`src/rtl/fracn_pkg.sv`:
```
package fracn_pkg;
  localparam int DEN_DEF     = 64000;
  localparam int FRAC_W_DEF  = 16;
  localparam int MOD_W_DEF   = 8;
  localparam int BAND_W_DEF  = 5;
  localparam int DEV_W_DEF   = 10;
  localparam int BASE_DEF    = 24;
  localparam int IF_LO_DEF   = 6000;
  localparam int ORDER_DEF   = 3;

  typedef struct packed {
    logic clear;
    logic step;
    logic calPulse;
  } ctrlStrobe_t;
endpackage

```
`src/rtl/fracn_ctrl.sv`:
```
module fracn_ctrl
  import fracn_pkg::*;
(
  input  logic        clk,
  input  logic        rstN,
  input  logic        synthEn,
  input  logic        skipCal,
  output ctrlStrobe_t strobe,
  output logic        calReq
);
  logic enDelay;

  always_comb begin
    strobe.clear    = !synthEn || !enDelay;
    strobe.step     = synthEn && enDelay;
    strobe.calPulse = synthEn && !enDelay && !skipCal;
  end

  always_ff @(posedge clk or negedge rstN) begin
    if (!rstN) begin
      enDelay <= 1'b0;
      calReq  <= 1'b0;
    end else begin
      enDelay <= synthEn;
      calReq  <= strobe.calPulse;
    end
  end
endmodule

```
`src/rtl/fracn_word.sv`:
```
module fracn_word #(
  parameter int DEN    = 64000,
  parameter int FRAC_W = 16,
  parameter int MOD_W  = 8,
  parameter int BAND_W = 5,
  parameter int DEV_W  = 10,
  parameter int BASE   = 24,
  parameter int IF_LO  = 6000
) (
  input  logic              clk,
  input  logic              rstN,
  input  logic              bandSel,
  input  logic [BAND_W-1:0] bandField,
  input  logic [FRAC_W-1:0] chanFrac,
  input  logic              rxMode,
  input  logic [DEV_W-1:0]  devWord,
  input  logic              txData,
  output logic [FRAC_W-1:0] effFrac,
  output logic [MOD_W-1:0]  effInt,
  output logic              outDivSel
);
  localparam int SUM_W = FRAC_W + 3;
  localparam logic signed [SUM_W-1:0] DEN_S = SUM_W'(DEN);

  logic signed [SUM_W-1:0] ifStep, devStep, delta, rawSum, normSum;
  logic intInc, intDec;
  logic [MOD_W-1:0] nextInt;

  always_comb begin
    ifStep  = bandSel ? $signed(SUM_W'(IF_LO / 2)) : $signed(SUM_W'(IF_LO));
    devStep = bandSel ? $signed(SUM_W'({devWord, 1'b0})) : $signed(SUM_W'({devWord, 2'b00}));
    if (rxMode)      delta = -ifStep;
    else if (txData) delta = devStep;
    else             delta = -devStep;
    rawSum  = $signed(SUM_W'(chanFrac)) + delta;
    intInc  = 1'b0;
    intDec  = 1'b0;
    normSum = rawSum;
    if (rawSum < 0) begin
      normSum = rawSum + DEN_S;
      intDec  = 1'b1;
    end else if (rawSum >= DEN_S) begin
      normSum = rawSum - DEN_S;
      intInc  = 1'b1;
    end
    nextInt = MOD_W'(BASE) + MOD_W'(bandField) + MOD_W'(intInc) - MOD_W'(intDec);
  end

  always_ff @(posedge clk or negedge rstN) begin
    if (!rstN) begin
      effFrac   <= '0;
      effInt    <= '0;
      outDivSel <= 1'b0;
    end else begin
      effFrac   <= FRAC_W'(normSum);
      effInt    <= nextInt;
      outDivSel <= bandSel;
    end
  end
endmodule

```
`src/rtl/fracn_mash.sv`:
```
module fracn_mash
  import fracn_pkg::*;
#(
  parameter int DEN    = 64000,
  parameter int FRAC_W = 16,
  parameter int MOD_W  = 8,
  parameter int ORDER  = 3
) (
  input  logic              clk,
  input  logic              rstN,
  input  ctrlStrobe_t       strobe,
  input  logic [FRAC_W-1:0] fracIn,
  input  logic [MOD_W-1:0]  intPart,
  output logic [MOD_W-1:0]  modulus
);
  localparam logic [FRAC_W:0] DEN_W = (FRAC_W+1)'(DEN);

  logic [FRAC_W-1:0] acc     [ORDER];
  logic [FRAC_W-1:0] accNext [ORDER];
  logic [FRAC_W:0]   sumS    [ORDER];
  logic [ORDER-1:0]  carry;
  logic c2Dly, c3Dly, c3Dly2;
  logic signed [3:0] offset;
  logic [MOD_W-1:0] modNext;

  for (genvar g = 0; g < ORDER; g++) begin : g_stage
    if (g == 0) begin : g_first
      assign sumS[g] = {1'b0, acc[g]} + {1'b0, fracIn};
    end else begin : g_next
      assign sumS[g] = {1'b0, acc[g]} + {1'b0, accNext[g-1]};
    end
    assign carry[g]   = (sumS[g] >= DEN_W);
    assign accNext[g] = carry[g] ? FRAC_W'(sumS[g] - DEN_W) : FRAC_W'(sumS[g]);

    always_ff @(posedge clk or negedge rstN) begin
      if (!rstN)             acc[g] <= '0;
      else if (strobe.clear) acc[g] <= '0;
      else if (strobe.step)  acc[g] <= accNext[g];
    end
  end

  always_comb begin
    offset  = 4'(carry[0]) + 4'(carry[1]) - 4'(c2Dly)
            + 4'(carry[2]) - 4'({c3Dly, 1'b0}) + 4'(c3Dly2);
    modNext = intPart + MOD_W'(offset);
  end

  always_ff @(posedge clk or negedge rstN) begin
    if (!rstN) begin
      c2Dly   <= 1'b0;
      c3Dly   <= 1'b0;
      c3Dly2  <= 1'b0;
      modulus <= '0;
    end else if (strobe.clear) begin
      c2Dly   <= 1'b0;
      c3Dly   <= 1'b0;
      c3Dly2  <= 1'b0;
      modulus <= intPart;
    end else if (strobe.step) begin
      c2Dly   <= carry[1];
      c3Dly   <= carry[2];
      c3Dly2  <= c3Dly;
      modulus <= modNext;
    end
  end
endmodule

```
`src/rtl/fracn_mod_ctrl.sv`:
```
module fracn_mod_ctrl
  import fracn_pkg::*;
#(
  parameter int DEN    = DEN_DEF,
  parameter int FRAC_W = FRAC_W_DEF,
  parameter int MOD_W  = MOD_W_DEF,
  parameter int BAND_W = BAND_W_DEF,
  parameter int DEV_W  = DEV_W_DEF,
  parameter int BASE   = BASE_DEF,
  parameter int IF_LO  = IF_LO_DEF
) (
  input  logic              clk,
  input  logic              rstN,
  input  logic              synthEn,
  input  logic              skipCal,
  input  logic              bandSel,
  input  logic [BAND_W-1:0] bandField,
  input  logic [FRAC_W-1:0] chanFrac,
  input  logic              rxMode,
  input  logic [DEV_W-1:0]  devWord,
  input  logic              txData,
  output logic [MOD_W-1:0]  modulus,
  output logic              outDivSel,
  output logic              calReq
);
  ctrlStrobe_t       strobe;
  logic [FRAC_W-1:0] effFrac;
  logic [MOD_W-1:0]  effInt;

  fracn_ctrl u_ctrl (
    .clk(clk), .rstN(rstN), .synthEn(synthEn), .skipCal(skipCal),
    .strobe(strobe), .calReq(calReq)
  );

  fracn_word #(
    .DEN(DEN), .FRAC_W(FRAC_W), .MOD_W(MOD_W), .BAND_W(BAND_W),
    .DEV_W(DEV_W), .BASE(BASE), .IF_LO(IF_LO)
  ) u_word (
    .clk(clk), .rstN(rstN), .bandSel(bandSel), .bandField(bandField),
    .chanFrac(chanFrac), .rxMode(rxMode), .devWord(devWord), .txData(txData),
    .effFrac(effFrac), .effInt(effInt), .outDivSel(outDivSel)
  );

  fracn_mash #(
    .DEN(DEN), .FRAC_W(FRAC_W), .MOD_W(MOD_W), .ORDER(3)
  ) u_mash (
    .clk(clk), .rstN(rstN), .strobe(strobe), .fracIn(effFrac),
    .intPart(effInt), .modulus(modulus)
  );
endmodule

```
`config.mk`:
```
export PLATFORM = sky130hd
export DESIGN_NAME = fracn_mod_ctrl
export DESIGN_NICKNAME = d
export VERILOG_FILES = /design/src/rtl/fracn_pkg.sv /design/src/rtl/fracn_ctrl.sv /design/src/rtl/fracn_word.sv /design/src/rtl/fracn_mash.sv /design/src/rtl/fracn_mod_ctrl.sv
export SDC_FILE = /design/constraint.sdc
export NUM_CORES = 1
export LEC_CHECK = 0
export ABC_AREA = 1
export BUFFER_PORTS_ARGS = -buffer_cell sky130_fd_sc_hd__buf_4
export CAP_MARGIN = 40
export CORE_ASPECT_RATIO = 1.2
export CORE_MARGIN = 2
export CORE_UTILIZATION = 57
export CTS_CLUSTER_SIZE = 20
export DETAILED_ROUTE_END_ITERATION = 6
export PLACE_DENSITY = 0.78
export SYNTH_ARGS = -nofsm -noshare
export SYNTH_HDL_FRONTEND = slang
export SYNTH_SLANG_ARGS = --single-unit
export TNS_END_PERCENT = 30
```
`constraint.sdc`:
```
create_clock -name clk -period 8 [get_ports clk]
set_input_delay 0.4 -clock clk [delete_from_list [all_inputs] [get_ports clk]]
set_output_delay 0.4 -clock clk [all_outputs]
set_load 0.01 [all_outputs]
```
# --- Word-level counts from Yosys, hierarchy flattened ---
# Cells that the tools add are included.
totals:
  elab_cells: 71
  ff_bits: 86
  out_inout_bits: 10
  inputBits: 38
classes:
  reduce_logical: 8
  add_sub_neg: 20
  mux: 26
  magnitude_cmp: 5
op_table:
  columns: ["operator", "n"]
  rows:
  - ["$mux 16", 11]
  - ["$add 16x16->17", 3]
  - ["$ge 17x16->1 const B", 3]
  - ["$sub 16x16->16 const B", 3]
  - ["$mux 19", 2]
  - ["$neg 19->19", 2]
  - ["$add 17x19->19", 1]
  - ["$ge 19x17->1 const B", 1]
  - ["$lt 19x1->1 const B", 1]
  - ["$add 16x12->16 const B", 1]
  - ["$mux 8", 2]
  - ["$sub 16x12->16 const B", 1]
  - ["$mux 13", 1]
  - ["$mux 12", 1]
  - ["$mux 1", 9]
  - ["$add 4x1->4", 2]
  - ["$add 8x1->8", 1]
  - ["$add 8x8->8", 1]
  - ["$sub 8x1->8", 1]
  - ["$add 5x5->6 const A", 1]
  - ["$sub 4x1->4", 1]
  - ["$sub 4x2->4", 1]
  - ["$logic_and 1x1->1", 3]
  - ["$logic_not 1->1", 3]
  - ["other kinds (3)", 3]

# --- Logic depth before layout (Yosys ltp) ---
# Gate-level depths: netlist (run 1).
depth:
  word_depth: 14
  depth_mapped: 61
  mapped_depth_nobuf: 61

# --- Modules after synthesis ---
# From an unflattened synthesis (run 1), not the netlist that was laid out.
unflattened:
  cells_unflattened: 1489
  area_unflattened_um2: 9634.2
by_module_without_submodules:
  columns: ["module", "area_each_um2", "seq_area_each_um2", "cells_per_inst", "instances"]
  rows:
  - ["fracn_mash", 6780.3, 1476.4, 1045, 1]
  - ["fracn_word", 2782.7, 575.6, 437, 1]
  - ["fracn_ctrl", 71.3, 50.0, 7, 1]

# --- Least setup slack after synthesis (run 1) ---
# No wires, ideal clock.
synth_path:
  kind: "register to register"
  startpoint: "reg u_word.effFrac[0]"
  endpoint: "reg u_mash.modulus[7]"
  setup_ns: 0.079
  stages_incl_launch_ff: 55
  required_time_ns: 7.921
  arrival_time_ns: 7.699
  synth_period_minus_slack_ns: 7.778
  n_path_buf: 0
  path_slack_ns: 0.222
  cell_sequence: "dfrtp_1 -> ha_1 -> fa_1 -> nand3_1 -> nand2_1 -> nand3_1 -> nand3_1 -> nand2_1 -> nand2_1 -> xor2_1 -> nand2_1 -> nor2_1 -> nand2_2 -> nand2_2 -> nand2_1 -> nand2_1 -> inv_1 -> ha_1 -> [... 19 more ...] -> fa_1 -> ha_1 -> inv_1 -> ha_1 -> inv_1 -> ha_1 -> a21oi_1 -> inv_1 -> a31oi_1 -> nor2_1 -> inv_1 -> nand2_1 -> a21oi_1 -> nor2_1 -> nand2_1 -> nand2_1 -> nor2_1 -> xor2_1"
synth_via:
  elab_chain_len: 14
  elab_cells_between_ends: 18
  cone_classes: "11 x add/sub; 3 x order compare; 4 x mux"
synth_lines:
  columns: ["item", "line", "rtl"]
  rows:
  - ["start, declared", "fracn_word.sv:18", "output logic [FRAC_W-1:0] effFrac,"]
  - ["start signal, assigned", "fracn_word.sv:55", "effFrac <= FRAC_W'(normSum);"]
  - ["$add 16x16->17 (*)", "fracn_mash.sv:28", "assign sumS[g] = {1'b0, acc[g]} + {1'b0, fracIn};"]
  - ["$sub 16x16->16 / $ge 17x16->1 (equally long branches)", "fracn_mash.sv:33, fracn_mash.sv:32", null]
  - ["$mux 16", "fracn_mash.sv:33", "assign accNext[g] = carry[g] ? FRAC_W'(sumS[g] - DEN_W) : FRAC_W'(sumS[g]);"]
  - ["$add 16x16->17", "fracn_mash.sv:30", "assign sumS[g] = {1'b0, acc[g]} + {1'b0, accNext[g-1]};"]
  - ["$sub 16x16->16 / $ge 17x16->1 (equally long branches)", "fracn_mash.sv:33, fracn_mash.sv:32", null]
  - ["$mux 16", "fracn_mash.sv:33", null]
  - ["$add 16x16->17", "fracn_mash.sv:30", null]
  - ["$ge 17x16->1", "fracn_mash.sv:32", "assign carry[g] = (sumS[g] >= DEN_W);"]
  - ["$add 4x1->4 (*)", "fracn_mash.sv:44", "+ 4'(carry[2]) - 4'({c3Dly, 1'b0}) + 4'(c3Dly2);"]
  - ["$sub 4x2->4 (*)", "fracn_mash.sv:44", null]
  - ["$add 4x1->4 (*)", "fracn_mash.sv:44", null]
  - ["$add 8x8->8 (*)", "fracn_mash.sv:45", "modNext = intPart + MOD_W'(offset);"]
  - ["$mux 8 (*)", "fracn_mash.sv:59", "end else if (strobe.step) begin"]
  - ["$mux 8 (*)", "fracn_mash.sv:54", "end else if (strobe.clear) begin"]
  - ["end signal, assigned", "fracn_mash.sv:58", "modulus <= intPart;"]
  - ["end signal, assigned", "fracn_mash.sv:63", "modulus <= modNext;"]
  - ["end, declared", "fracn_mash.sv:14", "output logic [MOD_W-1:0] modulus"]
# Every way passes the cells marked *; elsewhere a longest branch is shown, timed or not. The select of a mux whose other input is x is not followed.
# A chain may end at the register's enable or synchronous reset.

# --- Final worst setup path (run 1) ---
layout_path:
  startpoint: "reg u_mash.acc[41] (netlist bit)"
  endpoint: "reg u_mash.modulus[7]"
layout_via:
  elab_chain_len: 14
  elab_cells_between_ends: 18
  cone_classes: "11 x add/sub; 3 x order compare; 4 x mux"
layout_lines:
  columns: ["item", "line", "rtl"]
  rows:
  - ["start, declared", "fracn_mash.sv:18", "logic [FRAC_W-1:0] acc [ORDER];"]
  - ["start signal, assigned by index", "fracn_mash.sv:38", "else if (strobe.step) acc[g] <= accNext[g];"]
  - ["$add 16x16->17 (*)", "fracn_mash.sv:28", null]
  - ["$sub 16x16->16 / $ge 17x16->1 (equally long branches)", "fracn_mash.sv:33, fracn_mash.sv:32", null]
  - ["$mux 16", "fracn_mash.sv:33", null]
  - ["$add 16x16->17", "fracn_mash.sv:30", null]
  - ["$sub 16x16->16 / $ge 17x16->1 (equally long branches)", "fracn_mash.sv:33, fracn_mash.sv:32", null]
  - ["$mux 16", "fracn_mash.sv:33", null]
  - ["$add 16x16->17", "fracn_mash.sv:30", null]
  - ["$ge 17x16->1", "fracn_mash.sv:32", null]
  - ["$add 4x1->4 (*)", "fracn_mash.sv:44", null]
  - ["$sub 4x2->4 (*)", "fracn_mash.sv:44", null]
  - ["$add 4x1->4 (*)", "fracn_mash.sv:44", null]
  - ["$add 8x8->8 (*)", "fracn_mash.sv:45", null]
  - ["$mux 8 (*)", "fracn_mash.sv:59", null]
  - ["$mux 8 (*)", "fracn_mash.sv:54", null]
# Marked as above.

==> qor.csv, run 1 <==
stage;metric;value;unit
status;status;finished clean;
sta;setup_tns;0;ps
min_path;worst min-delay path class;in -> reg;
clock_network;clk root buf;clkbuf_16;
cells_and_area;post-route cell area;0.0106;sq mm
die;Core Area;0.0144;sq mm
drt;Routed Antenna Nets;0;
synthesis;post-synth top area share;25.3;%
synthesis;Main synth FF type;dfrtp_1;
setup_path;Buffers & Inverters on Critical Path;8;
sta;final-report max-slew violation count;0;
setup_path;crit path capture;u_mash.modulus[7];
sta;fmax;0.129;GHz
synthesis;area leader, netlist;dfrtp_1;
drt;Vias;8393;
synthesis;Seq cells post-synth;85;
sta;final worst slack;254;ps
sta;min Tclk post-route;7750;ps
cells_and_area;diodes inserted;0;
clock_network;H-tree lvl count;3;
setup_path;critical path startpoint;u_mash.acc[41];
sta;worst-margin pin slew;833;ps
clock_network;total CTS buffers;9;
synthesis;syn_nets;1370;
synthesis;Post-synth EDFFs;0;
setup_path;flop2flop setup slack;250;ps
drt;residual DRC count;0;
sta;Final Hold Fails;0;
sta;Slew headroom;44.4;%
synthesis;cell count after synthesis;1237;
setup_path;worst path required time;8280;ps
sta;Final setup violation count;0;
global_routing;total gr overflow;0;
setup_path;launching point of the worst reg2reg path;u_mash.acc[41];
die;# rows;48;
place;DP HPWL;16000;microns
clock_network;clock-pin slew on the worst setup and hold paths;70;ps
drt;post-DR vias/cell;5.45;
cells_and_area;FILL cells;1113;
place;DP Area;0.00932;sq mm
setup_path;Worst Setup Path Type;reg -> reg;
setup_path;Slowest-stage cell, CP;dfrtp_1;
cells_and_area;layout cells sized above 1;24.6;%
cells_and_area;Post-Route Utilization;73.5;%
cells_and_area;Sequential Area;0.00213;sq mm
drt;detailed-route wire length;22400;microns
setup_path;Critical Path Stages;59;
synthesis;Synth cell types;50;
global_routing;initial antenna violation count;0;
synthesis;Seq/Total Area, Yosys;25.3;%
drt;Pre-antenna DRT Iters;5;
synthesis;FFs w/ async S/R, synth;100;%
synthesis;top-count cell post-synth;nand2_1;
drt;wire per inst;14.5;microns
cells_and_area;Area Overhead vs Synth;25.9;%
setup_path;delay-heaviest family, CP;simple AND/OR/NAND/NOR gates;
global_routing;number of global-route vias before repair;8002;
die;die area;0.0158;sq mm
die;Ports;48;
die;DIE HEIGHT;137;microns
sta;period utilisation layout;96.8;%
setup_path;most used cell, CP;nand2_1;
setup_path;Critical Path Fanout Max;7;
global_routing;largest net degree at the start of global routing;66;
setup_path;critical path startpoint category;flip-flop;
die;Starting Density;58.4;%
setup_path;Worst EP arrival;8020;ps
place;pre-CTS WS;-82.1;ps
synthesis;leading post-synthesis cells by cell area;dfrtp_1 25%, nand2_1 15%, ha_1 13%;
clock_network;clk_lat worst skew;350;ps
synthesis;Yosys warning count;0;
clock_network;Max Buffers Root-to-Sink;2;
clock_network;clk sinks;85;
global_routing;gr usage total;27.5;%
sta;clk_skew;6.65;ps
drt;1st-iter DRT viols;534;
synthesis;Avg Cell Area, Syn;6.81;sq um
die;Die X;115;microns
global_routing;first-pass GRT wire length;35100;microns
cells_and_area;area occupied by multi-input gates;0.00631;sq mm
setup_path;Worst setup EP type;flip-flop;
place;Port Buffers;47;
setup_path;FF-to-FF End;u_mash.modulus[7];
clock_network;CTS tree;done;
cells_and_area;NumNets Final;1492;
place;GP Congestion;1.03;
setup_path;crit-path max cell delay;420;ps
run;Max Cap Viol;0;
synthesis;Mapped Area;0.00842;sq mm
synthesis;Post-synth top cells;336 x nand2_1, 190 x inv_1, 144 x nor2_1;
setup_path;depth of the worst register-to-register path;59;
==> metal layers <==
layer  vias to the layer above  wire length (microns)  global-route usage (%)
met3                        67                    980                    4.16
met4                         0                    744                    8.57
met1                      3876                   9190                    34.1
met5                         -                      0                       0
met2                       245                  11500                    49.1
li1                       4205                      -                       -
==> sequential cells by signal, summed over array words and instances, names as in the netlist <==
| name | flops |
|---|---|
| u_mash.c3Dly2 | 1 |
| u_word.outDivSel | 1 |
| u_mash.acc | 48 |
| u_ctrl.calReq | 1 |
| u_mash.c3Dly | 1 |
| u_mash.c2Dly | 1 |
| u_word.effFrac | 16 |
| u_mash.modulus | 8 |
| u_word.effInt | 7 |
| u_ctrl.enDelay | 1 |
==> how the worst min path moves through the flow <==
stage	start	endpoint	slack, ps	cells after the start
2_1_floorplan	rstN	u_ctrl.calReq	100	0
3_3_place_gp	rstN	u_mash.acc[30]	310	1
3_5_place_dp	rstN	u_mash.acc[30]	310	1
4_1_cts	chanFrac[0]	u_word.effFrac[0]	170	1
5_1_grt	chanFrac[0]	u_word.effFrac[0]	170	1
6_report	chanFrac[0]	u_word.effFrac[0]	170	1
==> cell families after synthesis <==
| group | share of synthesized area (%) |
|---|---|
| AOI/OAI and AO/OA | 11.1 |
| DFF | 25.3 |
| xor gates and xnor gates | 6.29 |
| adders and majority gates | 14.8 |
| buffers and inverters | 9.49 |
| and+or+nand+nor | 33.1 |
==> metrics by stage <==
stage               hold slack [ps]  std cells
floorplan                       104       1237
global placement                309       1501
detailed placement              310       1501
CTS                             165       1528
global route                    170       1539
finish                          173       1539
==> area by class of cell <==
| class | instances | share of cell area, % |
|---|---|---|
| Clock inverter | 6 | 0.449 |
| Multi-Input combinational cell | 948 | 59.6 |
| Timing Repair Buffer | 122 | 8.77 |
| Clock buffer | 10 | 2.25 |
| Inverter | 193 | 6.83 |
| Tap cell | 175 | 2.07 |
| Sequential cell | 85 | 20.1 |
==> repair_timing <==
item / CTS / global route
hold buffers: 1 / 0
setup buffers: 10 / 11
setup endpoints to repair: 2 / 6
resized for setup: 15 / 170
pin swaps: 4 / 51
endpoints found under the hold margin: 20 / 0
==> worst reg2reg max path: cells and delay by family (launching register included) <==
kind,cells,cell delay (ps)
fa+ha+maj,7,1850
simple gates,36,3360
xor+xnor,2,330
buf+inv,8,700
compound gates,6,1010
flops,1,420
==> cells in the final DEF, fill, tap and decap left out, drive strengths merged <==
master,synthesis,layout
nor3b,1,1
a21oi,75,75
dfrtp,85,85
o21a,3,3
xor2,39,39
a31oi,4,4
fa,8,8
nand4,23,23
clkinv,1,2
a21boi,2,2
o21bai,5,5
o31ai,3,3
o31a,2,2
nand3,102,102
o211ai,1,1
nor2b,1,1
a21o,4,4
inv,192,193
xnor2,15,15
o211a,1,1
nand3b,5,5
clkbuf,6,10
o21ai,55,55
ha,87,87
clkinvlp,0,4
nand2,350,350
buf,5,121
and3,1,1
or2,4,4
nor3,8,8
and2,1,1
nor2,148,148
dlygate4sd3,0,1
Power of run 1 is left out: the tool's default activity adds up to more than one toggle a clock period on the data nets, which glitch-free logic cannot reach.
==> run 2, diff against run 1 <==
--- a/config.mk
+++ b/config.mk
@@ -10,10 +10,10 @@
 export CAP_MARGIN = 40
 export CORE_ASPECT_RATIO = 1.2
 export CORE_MARGIN = 2
-export CORE_UTILIZATION = 57
+export CORE_UTILIZATION = 60
 export CTS_CLUSTER_SIZE = 20
 export DETAILED_ROUTE_END_ITERATION = 6
-export PLACE_DENSITY = 0.78
+export PLACE_DENSITY = 0.79
 export SYNTH_ARGS = -nofsm -noshare
 export SYNTH_HDL_FRONTEND = slang
 export SYNTH_SLANG_ARGS = --single-unit
==> constraint.sdc (replaced) <==
create_clock -name clk -period 8.7 [get_ports clk]
set_input_delay 0.435 -clock clk [delete_from_list [all_inputs] [get_ports clk]]
set_output_delay 0.435 -clock clk [all_outputs]
set_load 0.01 [all_outputs]
==> run 2 against run 1 <==
Setup slack improved by 99 ps. Register-to-register slack better by 99 ps. Sequential share of layout area is 1.8 points higher. Flip-flop and latch count stayed put. Non-clock buffer count decreased by 54. Utilization decreased by 2.7 points. Via count shrank 3.2%. Clock skew rose by 1.0 ps. Clock-buffer cell count is 1 lower. Global-route usage down 0.72 points. Final cell count shrank 3.7%. Highest routed layer unchanged.
==> qor.csv, run 2 (synthesized netlist as in run 1, its figures left out) <==
stage;metric;value;unit;change
status;status;finished clean;;unchanged
setup_path;FF-to-FF End;u_mash.modulus[7];;unchanged
cells_and_area;most frequent cells in the layout;331 x nand2_1, 187 x inv_1, 133 x nor2_1;;was 304 x nand2_1, 173 x inv_1, 124 x nor2_1
setup_path;Slowest-stage cell, CP;fa_1;;was dfrtp_1
setup_path;flop2flop setup slack;350;ps;was 250 ps
cells_and_area;most flop-heavy register;u_mash.acc;;unchanged
cells_and_area;Sequential Area;0.00213;sq mm;unchanged
setup_path;Critical Path Fanout Max;7;;unchanged
global_routing;first-pass GRT wire length;33600;microns;was 35100 microns
setup_path;depth of the worst register-to-register path;55;;was 59
sta;Final Hold Fails;0;;unchanged
global_routing;initial antenna violation count;0;;unchanged
clock_network;total CTS buffers;9;;unchanged
cells_and_area;NumNets Final;1439;;was 1492
drt;detailed-route wire length;20500;microns;was 22400 microns
clock_network;Max Buffers Root-to-Sink;2;;unchanged
cells_and_area;Largest register FFs;48;;unchanged
cells_and_area;top flop regs;u_mash.acc: 48 flops, u_word.effFrac: 16 flops, u_mash.modulus: 8 flops;;unchanged
die;Die X;112;microns;was 115 microns
setup_path;critical path startpoint category;flip-flop;;unchanged
cells_and_area;FILL cells;1125;;was 1113
sta;final-report max-slew violation count;0;;unchanged
cells_and_area;Area Overhead vs Synth;15.7;%;was 25.9%
die;DIE HEIGHT;134;microns;was 137 microns
die;# rows;47;;was 48
drt;residual DRC count;0;;unchanged
drt;Routed Antenna Nets;0;;unchanged
setup_path;crit-path max cell delay;420;ps;about the same
setup_path;most used cell, CP;nand2_1;;unchanged
sta;clk_skew;7.68;ps;was 6.65 ps
setup_path;worst path required time;8930;ps;was 8280 ps
drt;wire per inst;13.8;microns;was 14.5 microns
die;Ports;48;;unchanged
setup_path;launching point of the worst reg2reg path;u_word.effFrac[3];;was u_mash.acc[41]
die;die area;0.0150;sq mm;was 0.0158 sq mm
sta;worst-margin pin slew;627;ps;was 833 ps
setup_path;Worst Setup Path Type;reg -> reg;;unchanged
cells_and_area;area occupied by multi-input gates;0.00586;sq mm;was 0.00631 sq mm
cells_and_area;most common cell after layout, fill and taps aside;nand2_1;;unchanged
clock_network;clock-pin slew on the worst setup and hold paths;70;ps;about the same
clock_network;CTS tree;done;;unchanged
drt;Vias;8125;;was 8393
clock_network;clk sinks;85;;unchanged
cells_and_area;Post-Route Utilization;70.8;%;was 73.5%
die;Starting Density;61.2;%;was 58.4%
min_path;worst min-delay path class;in -> async;;was in -> reg
clock_network;H-tree lvl count;3;;unchanged
sta;min Tclk post-route;8350;ps;was 7750 ps
run;Max Cap Viol;0;;unchanged
drt;1st-iter DRT viols;641;;was 534
global_routing;largest net degree at the start of global routing;59;;was 66
global_routing;number of global-route vias before repair;7619;;was 8002
global_routing;total gr overflow;0;;unchanged
place;DP HPWL;15400;microns;was 16000 microns
sta;fmax;0.120;GHz;was 0.129 GHz
place;GP Congestion;1.02;;was 1.03
clock_network;clk root buf;clkbuf_16;;unchanged
setup_path;Worst setup EP type;flip-flop;;unchanged
drt;Pre-antenna DRT Iters;5;;unchanged
place;Port Buffers;47;;unchanged
sta;Slew headroom;58.2;%;was 44.4%
sta;period utilisation layout;96.0;%;was 96.8%
drt;post-DR vias/cell;5.48;;was 5.45
clock_network;clk_lat worst skew;340;ps;was 350 ps
global_routing;gr usage total;26.8;%;was 27.5%
sta;Final setup violation count;0;;unchanged
cells_and_area;layout cells sized above 1;15.1;%;was 24.6%
die;Core Area;0.0138;sq mm;was 0.0144 sq mm
setup_path;Worst EP arrival;8570;ps;was 8020 ps
cells_and_area;diodes inserted;0;;unchanged
[run 2: critical path, delay by kind of cell (launching register included)]
| family | cells | cell delay (ps) |
|---|---|---|
| compound gates | 13 | 2410 |
| fa+ha+maj | 7 | 1890 |
| flops | 1 | 370 |
| simple gates | 25 | 2390 |
| xor+xnor | 2 | 370 |
| buf+inv | 8 | 800 |
[run 2: what timing repair did]
| item | CTS | global route |
|---|---|---|
| pin swaps | 0 | 16 |
| gates resized for setup | 2 | 74 |
| endpoints found under the setup margin | 1 | 6 |
| gates cloned | 0 | 1 |
| hold buffers | 0 | 0 |
| buffers inserted | 0 | 18 |
[run 2: how the worst max path moves through the flow]
stage	slack (ps)	start	end
6_report	350	u_word.effFrac[3]	u_mash.modulus[7]
4_1_cts	9	u_word.effFrac[0]	u_mash.modulus[7]
2_1_floorplan	920	u_word.effFrac[0]	u_mash.modulus[7]
3_5_place_dp	9	u_word.effFrac[0]	u_mash.modulus[7]
5_1_grt	-210	u_word.effFrac[3]	u_mash.modulus[7]
3_3_place_gp	100	u_word.effFrac[0]	u_mash.modulus[7]
[run 2: routing by layer]
layer / part of all wire [%] / global-route usage, % / wire length [microns]
met5: 0 / 0 / 0
met4: 2.3 / 8.27 / 480
met3: 4.7 / 3.34 / 960
met2: 50 / 47.9 / 10300
met1: 43 / 33.9 / 8710
[run 2: area by class of cell]
class	count	area share, %
tap	171	2.20
multi-input combinational	949	60.1
clock inverter	7	0.835
timing repair buffer	68	5.24
sequential	85	21.8
clock buffer	9	2.31
inverter	193	7.44
[run 2: per-stage QoR]
stage | setup WS [ps] | std cells | TNS [ps] | hold slack (ps) | area, sq um
6_report | 352 | 1482 | 0 | 45.2 | 9740
5_1_grt | -209 | 1482 | -209 | 88.1 | 9740
4_1_cts | 8.51 | 1463 | 0 | 65.4 | 9250
3_5_place_dp | 8.53 | 1447 | 0 | 426 | 8940
3_3_place_gp | 104 | 1447 | 0 | 426 | 8940
2_1_floorplan | 922 | 1237 | 0 | 139 | 8420
Power of run 2 is left out for the same reason.
==> run 3, diff against run 2 <==
--- a/config.mk
+++ b/config.mk
@@ -5,16 +5,17 @@
 export SDC_FILE = /design/constraint.sdc
 export NUM_CORES = 1
 export LEC_CHECK = 0
-export ABC_AREA = 1
 export BUFFER_PORTS_ARGS = -buffer_cell sky130_fd_sc_hd__buf_4
 export CAP_MARGIN = 40
 export CORE_ASPECT_RATIO = 1.2
 export CORE_MARGIN = 2
 export CORE_UTILIZATION = 60
+export CTS_BUF_LIST = sky130_fd_sc_hd__clkbuf_4
 export CTS_CLUSTER_SIZE = 20
 export DETAILED_ROUTE_END_ITERATION = 6
-export PLACE_DENSITY = 0.79
+export PLACE_DENSITY = 0.78
 export SYNTH_ARGS = -nofsm -noshare
 export SYNTH_HDL_FRONTEND = slang
+export SYNTH_HIERARCHICAL = 1
 export SYNTH_SLANG_ARGS = --single-unit
 export TNS_END_PERCENT = 30
==> run 3 against run 2 <==
The run now ends with setup timing left. Final cell count rose by 1.0%. Non-clock buffer count rose by 163. Clock-buffer cell count did not move. Critical endpoint is now u_mash/modulus[7]. Largest cell class unchanged. Highest routed layer unchanged.
==> qor.csv, run 3 <==
stage;metric;value;unit;change
status;status;finished, violations left;;was finished clean
status;violated checks;setup timing;;
synthesis;top-count cell post-synth;nor2_1;;was nand2_1
synthesis;Yosys warning count;6;;was 0
clock_network;H-tree lvl count;3;;unchanged
setup_path;critical path startpoint;u_mash/acc[32];;was u_word.effFrac[3]
global_routing;met1 GRT Util;36.7;%;was 33.9%
sta;min Tclk post-route;9050;ps;was 8350 ps
clock_network;clk_lat worst skew;460;ps;was 340 ps
sta;Final setup violation count;4;;was 0
setup_path;Slowest-stage cell, CP;fa_2;;was fa_1
power;Tot Pwr;3.52;mW;
synthesis;Mapped Area;0.00921;sq mm;was 0.00842 sq mm
sta;clk_skew;18.5;ps;was 7.68 ps
sta;worst-margin pin slew;789;ps;was 627 ps
power;VDD IR max;0.165;mV;
sta;final-report max-slew violation count;0;;unchanged
cells_and_area;most frequent cells in the layout;222 x buf_4, 117 x nor2_1, 84 x dfrtp_1;;was 331 x nand2_1, 187 x inv_1, 133 x nor2_1
setup_path;depth of the worst register-to-register path;44;;was 55
cells_and_area;FILL cells;1096;;was 1125
synthesis;cell count after synthesis;1093;;was 1237
synthesis;Seq cells post-synth;84;;was 85
synthesis;Post-synth EDFFs;0;;unchanged
setup_path;worst path required time;9060;ps;was 8930 ps
place;Port Buffers;47;;unchanged
synthesis;post-synth top area share;22.8;%;was 25.3%
cells_and_area;most flop-heavy register;u_mash/acc;;was u_mash.acc
drt;Routed Antenna Nets;0;;unchanged
global_routing;Global Route met3 Usage;3.96;%;was 3.34%
clock_network;total CTS buffers;9;;unchanged
cells_and_area;top flop regs;u_mash/acc: 48 flops, u_word/effFrac: 16 flops, u_mash/modulus: 8 flops;;was u_mash.acc: 48 flops, u_word.effFrac: 16 flops, u_mash.modulus: 8 flops
setup_path;delay-heaviest family, CP;compound AO/OA/AOI/OAI gates;;unchanged
cells_and_area;Sequential Area;0.00210;sq mm;was 0.00213 sq mm
synthesis;Synth cell types;111;;was 50
setup_path;Critical Path Stages;44;;was 55
setup_path;crit-path max cell delay;540;ps;was 420 ps
cells_and_area;NumNets Final;1428;;was 1439
drt;Pre-antenna DRT Iters;5;;unchanged
cells_and_area;Largest register FFs;48;;unchanged
drt;post-DR vias/cell;6.24;;was 5.48
run;Max Cap Viol;0;;unchanged
drt;1st-iter DRT viols;679;;was 641
sta;Final Hold Fails;0;;unchanged
clock_network;clk root buf;clkbuf_4;;was clkbuf_16
sta;final worst slack;-348;ps;was 352 ps
setup_path;flop2flop setup slack;-350;ps;was 350 ps
setup_path;Worst Setup Path Type;reg -> reg;;unchanged
synthesis;Seq/Total Area, Yosys;22.8;%;was 25.3%
global_routing;number of global-route vias before repair;9312;;was 7619
place;DP HPWL;18700;microns;was 15400 microns
drt;wire per inst;17.1;microns;was 13.8 microns
sta;final hold slack;88.7;ps;was 45.2 ps
synthesis;leading post-synthesis cells by cell area;dfrtp_1 23%, ha_1 13%, nor2_1 4.9%;;was dfrtp_1 25%, nand2_1 15%, ha_1 13%
power;Power Density;306;mW/mm^2;
die;Die X;117;microns;was 112 microns
sta;fmax;0.111;GHz;was 0.120 GHz
global_routing;M2 GR Usage;57.7;%;was 47.9%
global_routing;gr usage total;31.9;%;was 26.8%
cells_and_area;most common cell after layout, fill and taps aside;buf_4;;was nand2_1
cells_and_area;area occupied by multi-input gates;0.00705;sq mm;was 0.00586 sq mm
setup_path;Worst EP arrival;9410;ps;was 8570 ps
synthesis;Post-synth top cells;120 x nor2_1, 93 x ha_1, 84 x dfrtp_1;;was 336 x nand2_1, 190 x inv_1, 144 x nor2_1
synthesis;area leader, netlist;dfrtp_1;;unchanged
place;GP Congestion;0.948;;was 1.02
setup_path;Buffers & Inverters on Critical Path;6;;was 8
min_path;hold_sp;chanFrac[0];;
sta;Slew headroom;47.4;%;was 58.2%
synthesis;FFs w/ async S/R, synth;100;%;unchanged
setup_path;Critical Path Fanout Max;4;;was 7
global_routing;total gr overflow;0;;unchanged
drt;Vias;9342;;was 8125
die;Ports;48;;unchanged
clock_network;Max Buffers Root-to-Sink;2;;unchanged
min_path;worst min-delay path class;in -> reg;;was in -> async
drt;detailed-route wire length;25600;microns;was 20500 microns
synthesis;Main synth FF type;dfrtp_1;;unchanged
sta;period utilisation layout;104;%;was 96.0%
cells_and_area;layout cells sized above 1;28.3;%;was 15.1%
clock_network;CTS tree;done;;unchanged
clock_network;clk sinks;84;;was 85
global_routing;initial antenna violation count;1;;was 0
clock_network;clock-pin slew on the worst setup and hold paths;140;ps;was 70 ps
synthesis;Avg Cell Area, Syn;8.43;sq um;was 6.81 sq um
die;die area;0.0164;sq mm;was 0.0150 sq mm
die;Core Area;0.0150;sq mm;was 0.0138 sq mm
die;# rows;49;;was 47
cells_and_area;Area Overhead vs Synth;25.0;%;was 15.7%
die;DIE HEIGHT;140;microns;was 134 microns
sta;RSZ-0062 raised after global routing;true;;
power;Leak Pwr;5.41;nW;
global_routing;first-pass GRT wire length;42500;microns;was 33600 microns
global_routing;busiest layer in global routing;met2;;unchanged
cells_and_area;Non-Filler Instances;1497;;was 1482
place;Placed Instances;1457;;was 1447
setup_path;launching point of the worst reg2reg path;u_mash/acc[32];;was u_word.effFrac[3]
min_path;WHS Path Cells;1;;
global_routing;largest net degree at the start of global routing;66;;was 59
drt;residual DRC count;0;;unchanged
setup_path;critical path startpoint category;flip-flop;;unchanged
die;Starting Density;61.3;%;was 61.2%
setup_path;Worst setup EP type;flip-flop;;unchanged
run 3: final cells by class:
class,instances,share of cell area (%)
diodes,1,0.0217
clock buffers,9,0.587
clock inverters,5,0.272
inverters,58,1.89
multi-input cells,905,61.3
flip-flops and latches,84,18.3
well taps,204,2.22
repair buffers,231,15.5
run 3: path summary, 6_finish.rpt:
path                                endpoint
max                        u_mash/modulus[7]
min                        u_word/effFrac[0]
max reg2reg                u_mash/modulus[7]
min reg2reg                    u_ctrl/calReq
max in group asynchronous     u_mash/acc[39]
min in group asynchronous      u_ctrl/calReq
run 3: power breakdown:
group	internal, mW	total (mW)	switching, mW
clock	0.0547	0.200	0.145
sequential	0.442	0.481	0.0391
combinational	1.40	2.84	1.44
run 3: layer usage:
metal,routed length (microns),up-vias
met5,0,-
met4,1180,0
met3,944,108
met2,13300,299
met1,10200,4458
li1,-,4477
run 3: repair_timing:
action | CTS | global route
setup buffers | 16 | 8
endpoints found under the hold margin | 36 | 0
resized for setup | 45 | 25
pin swaps | 50 | 32
hold buffers | 1 | 0
endpoints found under the setup margin | 6 | 7
run 3: stage by stage:
stage / setup TNS [ps] / setup slack, ps / util [%] / instance area (sq um)
6_report: -1010 / -348 / 76.7 / 11500
5_1_grt: -3220 / -789 / 76.7 / 11500
4_1_cts: -307 / -176 / 75.6 / 11300
3_5_place_dp: -2140 / -602 / 72.7 / 10900
3_3_place_gp: -1090 / -405 / 72.5 / 10900
2_1_floorplan: -891 / -449 / - / 9370
run 3: logic make-up (layout without fill, tap and decap cells):
kind of cell / after synthesis / count (layout) / synth area share, %
XOR/XNOR: 54 / 54 / 5.42
adder cells (fa/ha/maj): 101 / 101 / 14.4
other: 1 / 3 / 0.0407
multiplexers: 37 / 37 / 4.21
buffers and inverters: 105 / 303 / 5.34
AND/OR/NAND/NOR: 374 / 374 / 20.6
flip-flops: 84 / 84 / 22.8
AO/OA/AOI/OAI: 337 / 337 / 27.2
No activity file was read; power rests on OpenSTA's default activity.
